<file path="src/rtl/evcap_pkg.sv">
package evcap_pkg;

  typedef enum logic [1:0] {
    EDGE_NONE = 2'b00,
    EDGE_RISE = 2'b01,
    EDGE_FALL = 2'b10,
    EDGE_BOTH = 2'b11
  } edge_sel_e;

  typedef enum logic [1:0] {
    ST_IDLE  = 2'd0,
    ST_WAIT1 = 2'd1,
    ST_WAIT2 = 2'd2,
    ST_LOCK  = 2'd3
  } cap_state_e;

endpackage

</file>
<file path="src/rtl/evcap_sync.sv">
module evcap_sync #(
  parameter int STAGES = 2
) (
  input  logic clk,
  input  logic rst_n,
  input  logic d_async,
  output logic q_sync
);

  logic [STAGES-1:0] chain;

  always_ff @(posedge clk) begin
    if (!rst_n) chain <= '0;
    else        chain <= {chain[STAGES-2:0], d_async};
  end

  assign q_sync = chain[STAGES-1];

endmodule

</file>
<file path="src/rtl/evcap_edge.sv">
module evcap_edge
  import evcap_pkg::*;
(
  input  logic       clk,
  input  logic       rst_n,
  input  logic       lvl,
  input  logic [1:0] edge_sel,
  output logic       hit
);

  logic lvl_q;
  logic rise, fall;

  always_ff @(posedge clk) begin
    if (!rst_n) lvl_q <= 1'b0;
    else        lvl_q <= lvl;
  end

  assign rise = lvl & ~lvl_q;
  assign fall = ~lvl & lvl_q;

  always_comb begin
    unique case (edge_sel_e'(edge_sel))
      EDGE_RISE: hit = rise;
      EDGE_FALL: hit = fall;
      EDGE_BOTH: hit = rise | fall;
      default:   hit = 1'b0;
    endcase
  end

endmodule

</file>
<file path="src/rtl/evcap_ctrl.sv">
module evcap_ctrl
  import evcap_pkg::*;
#(
  parameter int CNT_W = 32
) (
  input  logic             clk,
  input  logic             rst_n,
  input  logic             hit,
  input  logic [CNT_W-1:0] cnt_val,
  input  logic             cap_en,
  input  logic             dual_mode,
  input  logic             stat_clr,
  output logic [CNT_W-1:0] cap1,
  output logic [CNT_W-1:0] cap2,
  output logic             stat
);

  cap_state_e state;
  logic       clr_fire;

  assign clr_fire = stat_clr & stat;

  always_ff @(posedge clk) begin
    if (!rst_n) begin
      state <= ST_IDLE;
      stat  <= 1'b0;
      cap1  <= '0;
      cap2  <= '0;
    end else if (!cap_en) begin
      state <= ST_IDLE;
      if (clr_fire) stat <= 1'b0;
    end else if (clr_fire) begin
      stat  <= 1'b0;
      state <= ST_WAIT1;
    end else begin
      unique case (state)
        ST_IDLE: state <= stat ? ST_LOCK : ST_WAIT1;
        ST_WAIT1: begin
          if (hit) begin
            cap1  <= cnt_val;
            stat  <= 1'b1;
            state <= dual_mode ? ST_WAIT2 : ST_LOCK;
          end
        end
        ST_WAIT2: begin
          if (hit) begin
            cap2  <= cnt_val;
            state <= ST_LOCK;
          end
        end
        default: state <= ST_LOCK;
      endcase
    end
  end

endmodule

</file>
<file path="src/rtl/evcap_unit.sv">
module evcap_unit #(
  parameter int CNT_W       = 32,
  parameter int SYNC_STAGES = 2
) (
  input  logic             clk,
  input  logic             rst_n,
  input  logic             evt_pin,
  input  logic [CNT_W-1:0] cnt_val,
  input  logic             cap_en,
  input  logic [1:0]       edge_sel,
  input  logic             dual_mode,
  input  logic             irq_en,
  input  logic             stat_clr,
  output logic             cap_stat,
  output logic [CNT_W-1:0] cap1,
  output logic [CNT_W-1:0] cap2,
  output logic             irq
);

  logic pin_s;
  logic hit;

  evcap_sync #(.STAGES(SYNC_STAGES)) u_sync (
    .clk    (clk),
    .rst_n  (rst_n),
    .d_async(evt_pin),
    .q_sync (pin_s)
  );

  evcap_edge u_edge (
    .clk     (clk),
    .rst_n   (rst_n),
    .lvl     (pin_s),
    .edge_sel(edge_sel),
    .hit     (hit)
  );

  evcap_ctrl #(.CNT_W(CNT_W)) u_ctrl (
    .clk      (clk),
    .rst_n    (rst_n),
    .hit      (hit),
    .cnt_val  (cnt_val),
    .cap_en   (cap_en),
    .dual_mode(dual_mode),
    .stat_clr (stat_clr),
    .cap1     (cap1),
    .cap2     (cap2),
    .stat     (cap_stat)
  );

  assign irq = cap_stat & irq_en;

endmodule

</file>
<file path="config.mk">
export PLATFORM = sky130hd
export DESIGN_NAME = evcap_unit
export DESIGN_NICKNAME = d
export VERILOG_FILES = /design/src/rtl/evcap_pkg.sv /design/src/rtl/evcap_sync.sv /design/src/rtl/evcap_edge.sv /design/src/rtl/evcap_ctrl.sv /design/src/rtl/evcap_unit.sv
export SDC_FILE = /design/constraint.sdc
export NUM_CORES = 1
export LEC_CHECK = 0
export CAP_MARGIN = 20
export CORE_MARGIN = 10
export CORE_UTILIZATION = 25
export CTS_CLUSTER_SIZE = 40
export DETAILED_ROUTE_END_ITERATION = 8
export GPL_ROUTABILITY_DRIVEN = 0
export PLACE_DENSITY_LB_ADDON = 0.15
export SLEW_MARGIN = 20
export SYNTH_ARGS = -nofsm -noshare
export SYNTH_HDL_FRONTEND = slang
export SYNTH_SLANG_ARGS = --single-unit
</file>
<file path="constraint.sdc">
create_clock -name clk -period 2.35 [get_ports clk]
set_input_delay 0.235 -clock clk [delete_from_list [all_inputs] [get_ports clk]]
set_output_delay 0.235 -clock clk [all_outputs]
set_load 0.02 [all_outputs]
</file>
## Word level (Yosys, flattened, before mapping)

Cells that the tools add are included.

| word-level totals | value |
|---|---|
| bits in registers | 70 |
| output and inout bits | 66 |

| operators by class | value |
|---|---|
| mux-type cells | 12 |
| reductions and logical operators | 11 |
| bitwise operators | 10 |
| eq/ne operators | 9 |

Operator list:

| cell | number |
|---|---|
| $reduce_and A4 Y1 | 2 |
| $mux W1 | 7 |
| $eq A2 B2 Y1 const B | 3 |
| $mux W2 | 3 |
| $ne A3 B2 Y1 const B | 2 |
| $pmux W2 S3 | 1 |
| $reduce_and A2 Y1 | 3 |
| $reduce_bool A2 Y1 | 3 |
| $not A1 Y1 | 5 |
| $and A1 B1 Y1 | 4 |
| $eq A2 B1 Y1 const B | 2 |
| $ne A2 B2 Y1 const B | 2 |
| $pmux W1 S3 | 1 |
| $reduce_and A3 Y1 | 1 |
| $reduce_or A3 Y1 | 1 |
| $logic_not A2 Y1 | 1 |
| $or A1 B1 Y1 | 1 |

## Logic depth before layout (Yosys ltp)

Gate-level depths: netlist of run 1.

| depth | value |
|---|---|
| word-level depth | 8 |
| gate-level depth with buffers | 8 |
| mapped depth without buffers | 6 |

## Hierarchy

A second synthesis of run 1 with hierarchy kept.

| second synthesis, totals | value |
|---|---|
| cells, all modules | 273 |
| area, all modules | 2748.9 um^2 |

By module, submodules not included:

| module | times used | sequential area each (um^2) | area each (um^2) | cells each |
|---|---|---|---|---|
| evcap_ctrl | 1 | 1341.3 | 2605.0 | 257 |
| evcap_edge | 1 | 20.0 | 85.1 | 11 |
| evcap_sync | 1 | 40.0 | 52.6 | 4 |
| evcap_unit | 1 | 0.0 | 6.3 | 1 |

## Least setup slack after synthesis of run 1

Ideal clock, no wire load.

| path | value |
|---|---|
| kind | register to register |
| start point | reg u_sync.chain[1] |
| end point | reg u_ctrl.cap1[11] |
| slack | 678 ps |
| required time | 2218 ps |
| cell stages (with the launch flop) | 9 |
| library setup time | 132 ps |
| clock period less this slack | 1672 ps |
| arrival | 1540 ps |
| cells stage by stage | dfxtp_1 inv_1 ha_1 and2_4 o31a_2 buf_6 buf_6 o21ai_1 a21oi_1 |

| between the ends | value |
|---|---|
| word-level cells in the longest chain between the ends | 5 |

Ends and longest elaborated chain:

| what | RTL line | source |
|---|---|---|
| from (decl) | evcap_sync.sv:10 | `logic [STAGES-1:0] chain;` |
| from (signal assigned) | evcap_sync.sv:14 | `else chain <= {chain[STAGES-2:0], d_async};` |
| $not A1 Y1 | evcap_edge.sv:20 | `assign fall = ~lvl & lvl_q;` |
| $and A1 B1 Y1 | evcap_edge.sv:20 |  |
| $or A1 B1 Y1 | evcap_edge.sv:26 | `EDGE_BOTH: hit = rise \| fall;` |
| $pmux W1 S3 * | evcap_edge.sv:23 | `unique case (edge_sel_e'(edge_sel))` |
| $reduce_and A4 Y1 (no line) * | - |  |
| to (signal assigned) | evcap_ctrl.sv:40 | `cap1 <= cnt_val;` |
| to (decl) | evcap_ctrl.sv:13 | `output logic [CNT_W-1:0] cap1,` |

Every way passes the cells marked *; elsewhere a longest branch is shown, timed or not.
A chain may end at the register's enable or synchronous reset.

## Worst setup path after layout of run 1

| path | value |
|---|---|
| start point | reg u_sync.chain[1] |
| end point | reg u_ctrl.state[0] |

| between the ends | value |
|---|---|
| word-level cells in the longest chain between the ends | 6 |

Ends and longest elaborated chain:

| what | RTL line | source |
|---|---|---|
| $not A1 Y1 | evcap_edge.sv:20 |  |
| $and A1 B1 Y1 | evcap_edge.sv:20 |  |
| $or A1 B1 Y1 | evcap_edge.sv:26 |  |
| $pmux W1 S3 * | evcap_edge.sv:23 |  |
| $ne A3 B2 Y1 (no line) | - |  |
| $reduce_and A2 Y1 (no line) * | - |  |
| to (signal assigned) | evcap_ctrl.sv:37 | `ST_IDLE: state <= stat ? ST_LOCK : ST_WAIT1;` |
| to (signal assigned) | evcap_ctrl.sv:42 | `state <= dual_mode ? ST_WAIT2 : ST_LOCK;` |
| to (decl) | evcap_ctrl.sv:18 | `cap_state_e state;` |

Marked as above.

==> results.sh, run 1 <==
export IMPL_drt_iter0_markers=177
export IMPL_synth_nets=373
export IMPL_ys_ff_latch=70
export IMPL_cts_clk_slew_worst_paths_ns=0.06
export IMPL_clock_latency_ns=0.32
export IMPL_setup_viol=0
export IMPL_fin_skew_ns=0.00691
export IMPL_min_period_ns=1.84
export IMPL_drv_slew=0
export IMPL_slowest_stage="dfxtp_1"
export IMPL_p_leak_nw=1.39
export IMPL_synth_common_cells="dfxtp_1 (70), a21oi_1 (66), o21ai_1 (39)"
export IMPL_synth_xor_area_share_pct=0
export IMPL_crit_fanout=66
export IMPL_hold_viol=0
export IMPL_worstSetupPathType="reg2reg"
export IMPL_cp_slowest_stage_delay_ns=0.33
export IMPL_holdBufCountCts=0
export IMPL_worstPathArrival_ns=2.05
export IMPL_use_met1_pct=15.8
export IMPL_core_sq_mm=0.0110
export IMPL_diodes=0
export IMPL_final_setup_tns_ns=0
export IMPL_yosys_area_top_type_share_pct=49.3
export IMPL_synth_simple_area_share_pct=16.4
export IMPL_clock_path_buffers=2
export IMPL_cp_start_kind="flop"
export IMPL_cts_buffers=9
export IMPL_yosysMostFrequentCell="dfxtp_1"
export IMPL_layoutNonFillerInstCount=568
export IMPL_track_usage_pct=11.9
export IMPL_grt_max_degree=67
export IMPL_worstHoldPathCells=1
export IMPL_ys_warnings_count=0
export IMPL_antenna_found_initial=0
export IMPL_die_height_microns=127
export IMPL_synth_fa_ha_area_share_pct=0.881
export IMPL_max_freq_mhz=544
export IMPL_rsz0062_at_grt="no"
export IMPL_ir_drop_mv=0.385
export IMPL_layout_drive_gt1_share_pct=8.88
export IMPL_grt_overflow_total=0
export IMPL_finalPower_mw=3.05
export IMPL_relSlewSlack_pct=66.1
export IMPL_first_global_vias=2840
export IMPL_synthMuxAreaShare_pct=0
export IMPL_worst_pin_slew_ns=0.508
export IMPL_yosys_area_top_type="dfxtp_1"
export IMPL_yosysSeqAreaShare_pct=49.3
export IMPL_p_per_area_mw_per_mm2=704
export IMPL_port_buffers=106
export IMPL_synth_area_per_cell_sq_um=8.61
export IMPL_htreeDepth=3
export IMPL_synthTopCellsByArea="dfxtp_1 (49%), a21oi_1 (12%), nand4_1 (7.3%)"
export IMPL_grt_pass1_wl_mm=15.6
export IMPL_synth_async_reset_ratio_pct=0
export IMPL_die_w_microns=127
export IMPL_syn2layout_area_growth_pct=52.6
export IMPL_synth_edff_count=0
export IMPL_dpl_hpwl_mm=6.82
export IMPL_cp_required_ns=2.56
export IMPL_cp_cell_sequence="inv_1, ha_1, and2_4, o31ai_4, buf_12, nand4_1, and4_1"
export IMPL_wl_per_cell_microns=17.4
export IMPL_r2r_setup_slack_ns=0.51
export IMPL_cts_sinks=70
export IMPL_drc=0
export IMPL_yosysUniqueCellTypes=27
export IMPL_synth_ff_type="dfxtp_1"
export IMPL_final_nets=466
export IMPL_place_inst=552
export IMPL_fin_crit_sh_pct=78.2
export IMPL_post_cts_buffers=0
export IMPL_crit_path_end_kind="flop"
export IMPL_ff2ff_path_depth=7
export IMPL_groute_layer_met3_usage_pct=3.67
export IMPL_synth_top_family_by_area="compound AO/OA/AOI/OAI gates"
export IMPL_drv_cap=0
export IMPL_cts_resized=0
export IMPL_status="complete, no violations"
export IMPL_cts_tree="done"
export IMPL_ant_nets=0
export IMPL_cts_root_buffer="clkbuf_16"
export IMPL_vias=2842
export IMPL_synthesis_area_sq_mm=0.00284
export IMPL_hp_class="reg2reg"
export IMPL_row_count=38
export IMPL_fp_dieArea_sq_mm=0.0160
export IMPL_io_pins=107
export IMPL_busiest_layer="met2"
export IMPL_synth_compound_area_share_pct=25.0
export IMPL_initial_core_util_pct=25.9
export IMPL_syn_inst=330
export IMPL_first_pass_iters=4
export IMPL_use_met2_pct=17.7
export IMPL_wirelength_mm=9.91
export IMPL_routed_via_density=5.00
[layer usage]
metal,vias to the layer above,wire length [microns]
met5,-,0
li1,1391,-
met4,0,126
met3,8,864
met2,108,4450
met1,1335,4460
[registers in the layout (all words and copies together), names as in the netlist]
name          cells
u_ctrl.stat       1
u_ctrl.state      2
u_sync.chain      2
u_ctrl.cap1      32
u_ctrl.cap2      32
u_edge.lvl_q      1
[stage by stage]
| step | hold slack [ns] | setup WS, ns | utilization [%] | area [sq um] |
|---|---|---|---|---|
| detailed placement | 0.431 | 0.394 | 36.2 | 3980 |
| global route | 0.462 | 0.348 | 39.5 | 4340 |
| floorplan | 0.357 | 0.678 | - | 2840 |
| finish | 0.439 | 0.513 | 39.5 | 4340 |
| CTS | 0.444 | 0.499 | 39.5 | 4340 |
| global placement | 0.420 | 0.466 | 36.2 | 3980 |
[power by group]
| part | switching [mW] | leakage (nW) | internal (mW) |
|---|---|---|---|
| sequential | 0.00653 | 0.565 | 1.20 |
| combinational | 0.149 | 0.654 | 0.108 |
| clock | 0.496 | 0.168 | 1.09 |
| total | 0.652 | 1.39 | 2.40 |
[cell usage in the layout (no fill, tap or decap), types with 2 or more instances in the layout]
cell type,netlist,final
o21ai_1,39,39
clkinvlp_4,0,2
nand3_1,33,33
o21ai_0,25,25
nand4_1,33,33
and2_1,4,4
inv_1,3,2
clkbuf_16,0,9
ha_1,2,2
bufinv_16,0,3
a21oi_1,66,66
inv_2,1,2
dfxtp_1,70,70
buf_4,7,13
clkbuf_8,0,2
nand2_1,4,4
clkdlybuf4s50_1,0,106
[cell families (layout without fill, tap and decap cells)]
family                   count (synthesis)  count (layout)
flip-flops                              70              70
adder cells (fa/ha/maj)                  2               2
AO/OA/AOI/OAI                          134             134
buffers and inverters                   42             140
AND/OR/NAND/NOR                         82              82
[layout make-up]
class | count | area, sq um
Tap cell | 140 | 175
Clock buffer | 11 | 253
Sequential cell | 70 | 1400
Timing Repair Buffer | 120 | 1180
Clock inverter | 5 | 105
Multi-Input combinational cell | 218 | 1210
Inverter | 4 | 15.0
Fill cell | 1111 | 6650
[critical path: cells and delay by family (launching register included)]
kind	cells	cell delay (ns)
DFF	1	0.33
AOI/OAI and AO/OA	1	0.20
adders and majority gates	1	0.29
and+or+nand+nor	3	0.51
buffers and inverters	2	0.35
[worst paths after layout]
path	end	from
setup / recovery	u_ctrl.state[0]$_SDFFE_PN0P_	u_sync.chain[1]$_SDFF_PN0_
hold / removal	u_sync.chain[1]$_SDFF_PN0_	u_sync.chain[0]$_SDFF_PN0_
setup reg to reg	u_ctrl.state[0]$_SDFFE_PN0P_	u_sync.chain[1]$_SDFF_PN0_
hold reg to reg	u_sync.chain[1]$_SDFF_PN0_	u_sync.chain[0]$_SDFF_PN0_
Note: power is estimated with default switching activity, not from simulation.
==> run 2, diff against run 1 <==
- clock period: 2.35 -> 1.8 ns (I/O delays scaled with it)
==> run 2 against run 1 <==
  * Cell area increased by 3.8%
  * Routed wire length increased by 6.1%
  * Final cell count increased by 2.1%
  * Critical path type unchanged
  * Critical endpoint unchanged
==> results.sh, run 2 (synthesized netlist as in run 1, its figures left out) <==
export IMPL_hp_class="in2reg"
export IMPL_setup_viol=0
export IMPL_cp_required_ns=2.02
export IMPL_first_pass_iters=4
export IMPL_grt_max_degree=39
export IMPL_max_freq_mhz=577
export IMPL_clock_latency_ns=0.33
export IMPL_wirelength_mm=10.5
export IMPL_port_buffers=106
export IMPL_worstSetupStartpoint="u_sync.chain[1]$_SDFF_PN0_"
export IMPL_ant_nets=0
export IMPL_grt_overflow_total=0
export IMPL_cts_sinks=70
export IMPL_holdBufCountCts=0
export IMPL_largest_registers="u_ctrl.cap1 (32), u_ctrl.cap2 (32)"
export IMPL_syn2layout_area_growth_pct=58.5
export IMPL_finalPower_mw=3.70
export IMPL_row_count=38
export IMPL_seq_area_sq_mm=0.00141
export IMPL_rsz0062_at_grt="no"
export IMPL_grt_pass1_wl_mm=15.7
export IMPL_drt_iter0_markers=210
export IMPL_whs_ns=0.435
export IMPL_htreeDepth=3
export IMPL_wl_per_cell_microns=18.1
export IMPL_first_global_vias=2842
export IMPL_drv_cap=0
export IMPL_layout_drive_gt1_share_pct=13.4
export IMPL_routed_via_density=5.05
export IMPL_drc=0
export IMPL_place_ws_ns=0.0174
export IMPL_diodes=0
export IMPL_multi_input_area_sq_mm=0.00123
export IMPL_p_leak_nw=1.46
export IMPL_min_period_ns=1.73
export IMPL_status="complete, no violations"
export IMPL_fin_crit_sh_pct=96.3
export IMPL_cts_buffers=9
export IMPL_hp_start="evt_pin"
export IMPL_ir_drop_mv=0.345
export IMPL_cts_tree="done"
export IMPL_dpl_cell_area_sq_mm=0.00407
export IMPL_final_setup_tns_ns=0
export IMPL_hold_viol=0
export IMPL_clock_path_buffers=2
export IMPL_core_sq_mm=0.0110
export IMPL_cts_clk_slew_worst_paths_ns=0.06
export IMPL_die_w_microns=127
export IMPL_worstPathArrival_ns=1.95
export IMPL_crit_fanout=8
export IMPL_final_cell_mix="clkdlybuf4s50_1 (106), dfxtp_1 (67), a21oi_1 (64)"
export IMPL_track_usage_pct=12.1
export IMPL_final_nets=479
export IMPL_fin_skew_ns=0.00524
export IMPL_vias=2929
export IMPL_cp_start_kind="flop"
export IMPL_fp_dieArea_sq_mm=0.0160
export IMPL_finalWorstSetupSlack_ns=0.0671
export IMPL_worstSetupPathType="reg2reg"
export IMPL_io_pins=107
export IMPL_final_common_cell="clkdlybuf4s50_1"
export IMPL_dpl_hpwl_mm=7.16
export IMPL_worst_pin_slew_ns=0.341
export IMPL_cts_root_buffer="clkbuf_16"
export IMPL_drv_slew=0
export IMPL_fillers=1112
export IMPL_antenna_found_initial=0
export IMPL_initial_core_util_pct=25.9
export IMPL_relSlewSlack_pct=77.2
export IMPL_worstReg2RegStart="u_sync.chain[1]$_SDFF_PN0_"
export IMPL_crit_path_end_kind="flop"
export IMPL_die_height_microns=127
export IMPL_final_area_sq_mm=0.00450
export IMPL_p_per_area_mw_per_mm2=823
==> run 2: cell types whose count changed in the layout (fill, tap and decap cells not counted), moves of 3 or more <==
cell     previous run  this run
dfxtp_1            70        67
o21ai_0            25        21
buf_12              1         5
dfxtp_2             0         3
==> run 2: layer usage <==
metal | GRT usage (%) | share of wire, %
met5 | 0 | 0
met4 | 4.62 | 1.3
met3 | 3.37 | 7.1
met2 | 18.9 | 46
met1 | 15.4 | 45
==> run 2: path summary, 6_finish.rpt <==
path	depth (start not counted)	slack (ns)	to
setup reg to reg	8	0.07	u_ctrl.state[0]$_SDFFE_PN0P_
hold / removal	2	0.44	u_sync.chain[0]$_SDFF_PN0_
setup / recovery	8	0.07	u_ctrl.state[0]$_SDFFE_PN0P_
hold reg to reg	1	0.44	u_sync.chain[1]$_SDFF_PN0_
==> run 2: stage by stage <==
step | std cells | util, %
5_1_grt | 580 | 41.0
3_5_place_dp | 559 | 37.0
6_report | 580 | 41.0
2_1_floorplan | 330 | -
4_1_cts | 574 | 39.7
3_3_place_gp | 559 | 37.0
==> run 2: area by class of cell <==
class / instances / share of cell area (%)
clock buffer: 9 / 5.00
clock inverter: 6 / 1.42
inverter: 4 / 0.334
multi-input combinational: 218 / 27.4
sequential: 70 / 31.2
tap: 140 / 3.89
timing repair buffer: 133 / 30.7
==> run 2: what timing repair did <==
| item | 4_1_cts | 5_1_grt |
|---|---|---|
| gates resized for setup | 0 | 19 |
| setup endpoints to repair | 0 | 53 |
| setup buffers | 0 | 3 |
==> run 2: worst max-delay path, stage by stage, from the launching register on <==
cell and delay (ns):
dfxtp_2 0.32, inv_2 0.07, ha_4 0.19, and2_4 0.16, o31ai_4 0.27, buf_12 0.16
buf_6 0.14, nand4_1 0.11, and4_1 0.21
==> run 2: where the power goes <==
part           leakage [nW]  internal [mW]  switching, mW
Combinational         0.758          0.189          0.214
Sequential            0.566           1.56        0.00889
Clock                 0.137           1.06          0.664
Total                  1.46           2.81          0.887
==> run 3, diff against run 2 <==
- CTS_CLUSTER_SIZE: 40 -> unset
==> results of run 3 <==
Final layout, timing and power as in run 2 (identical DEF).
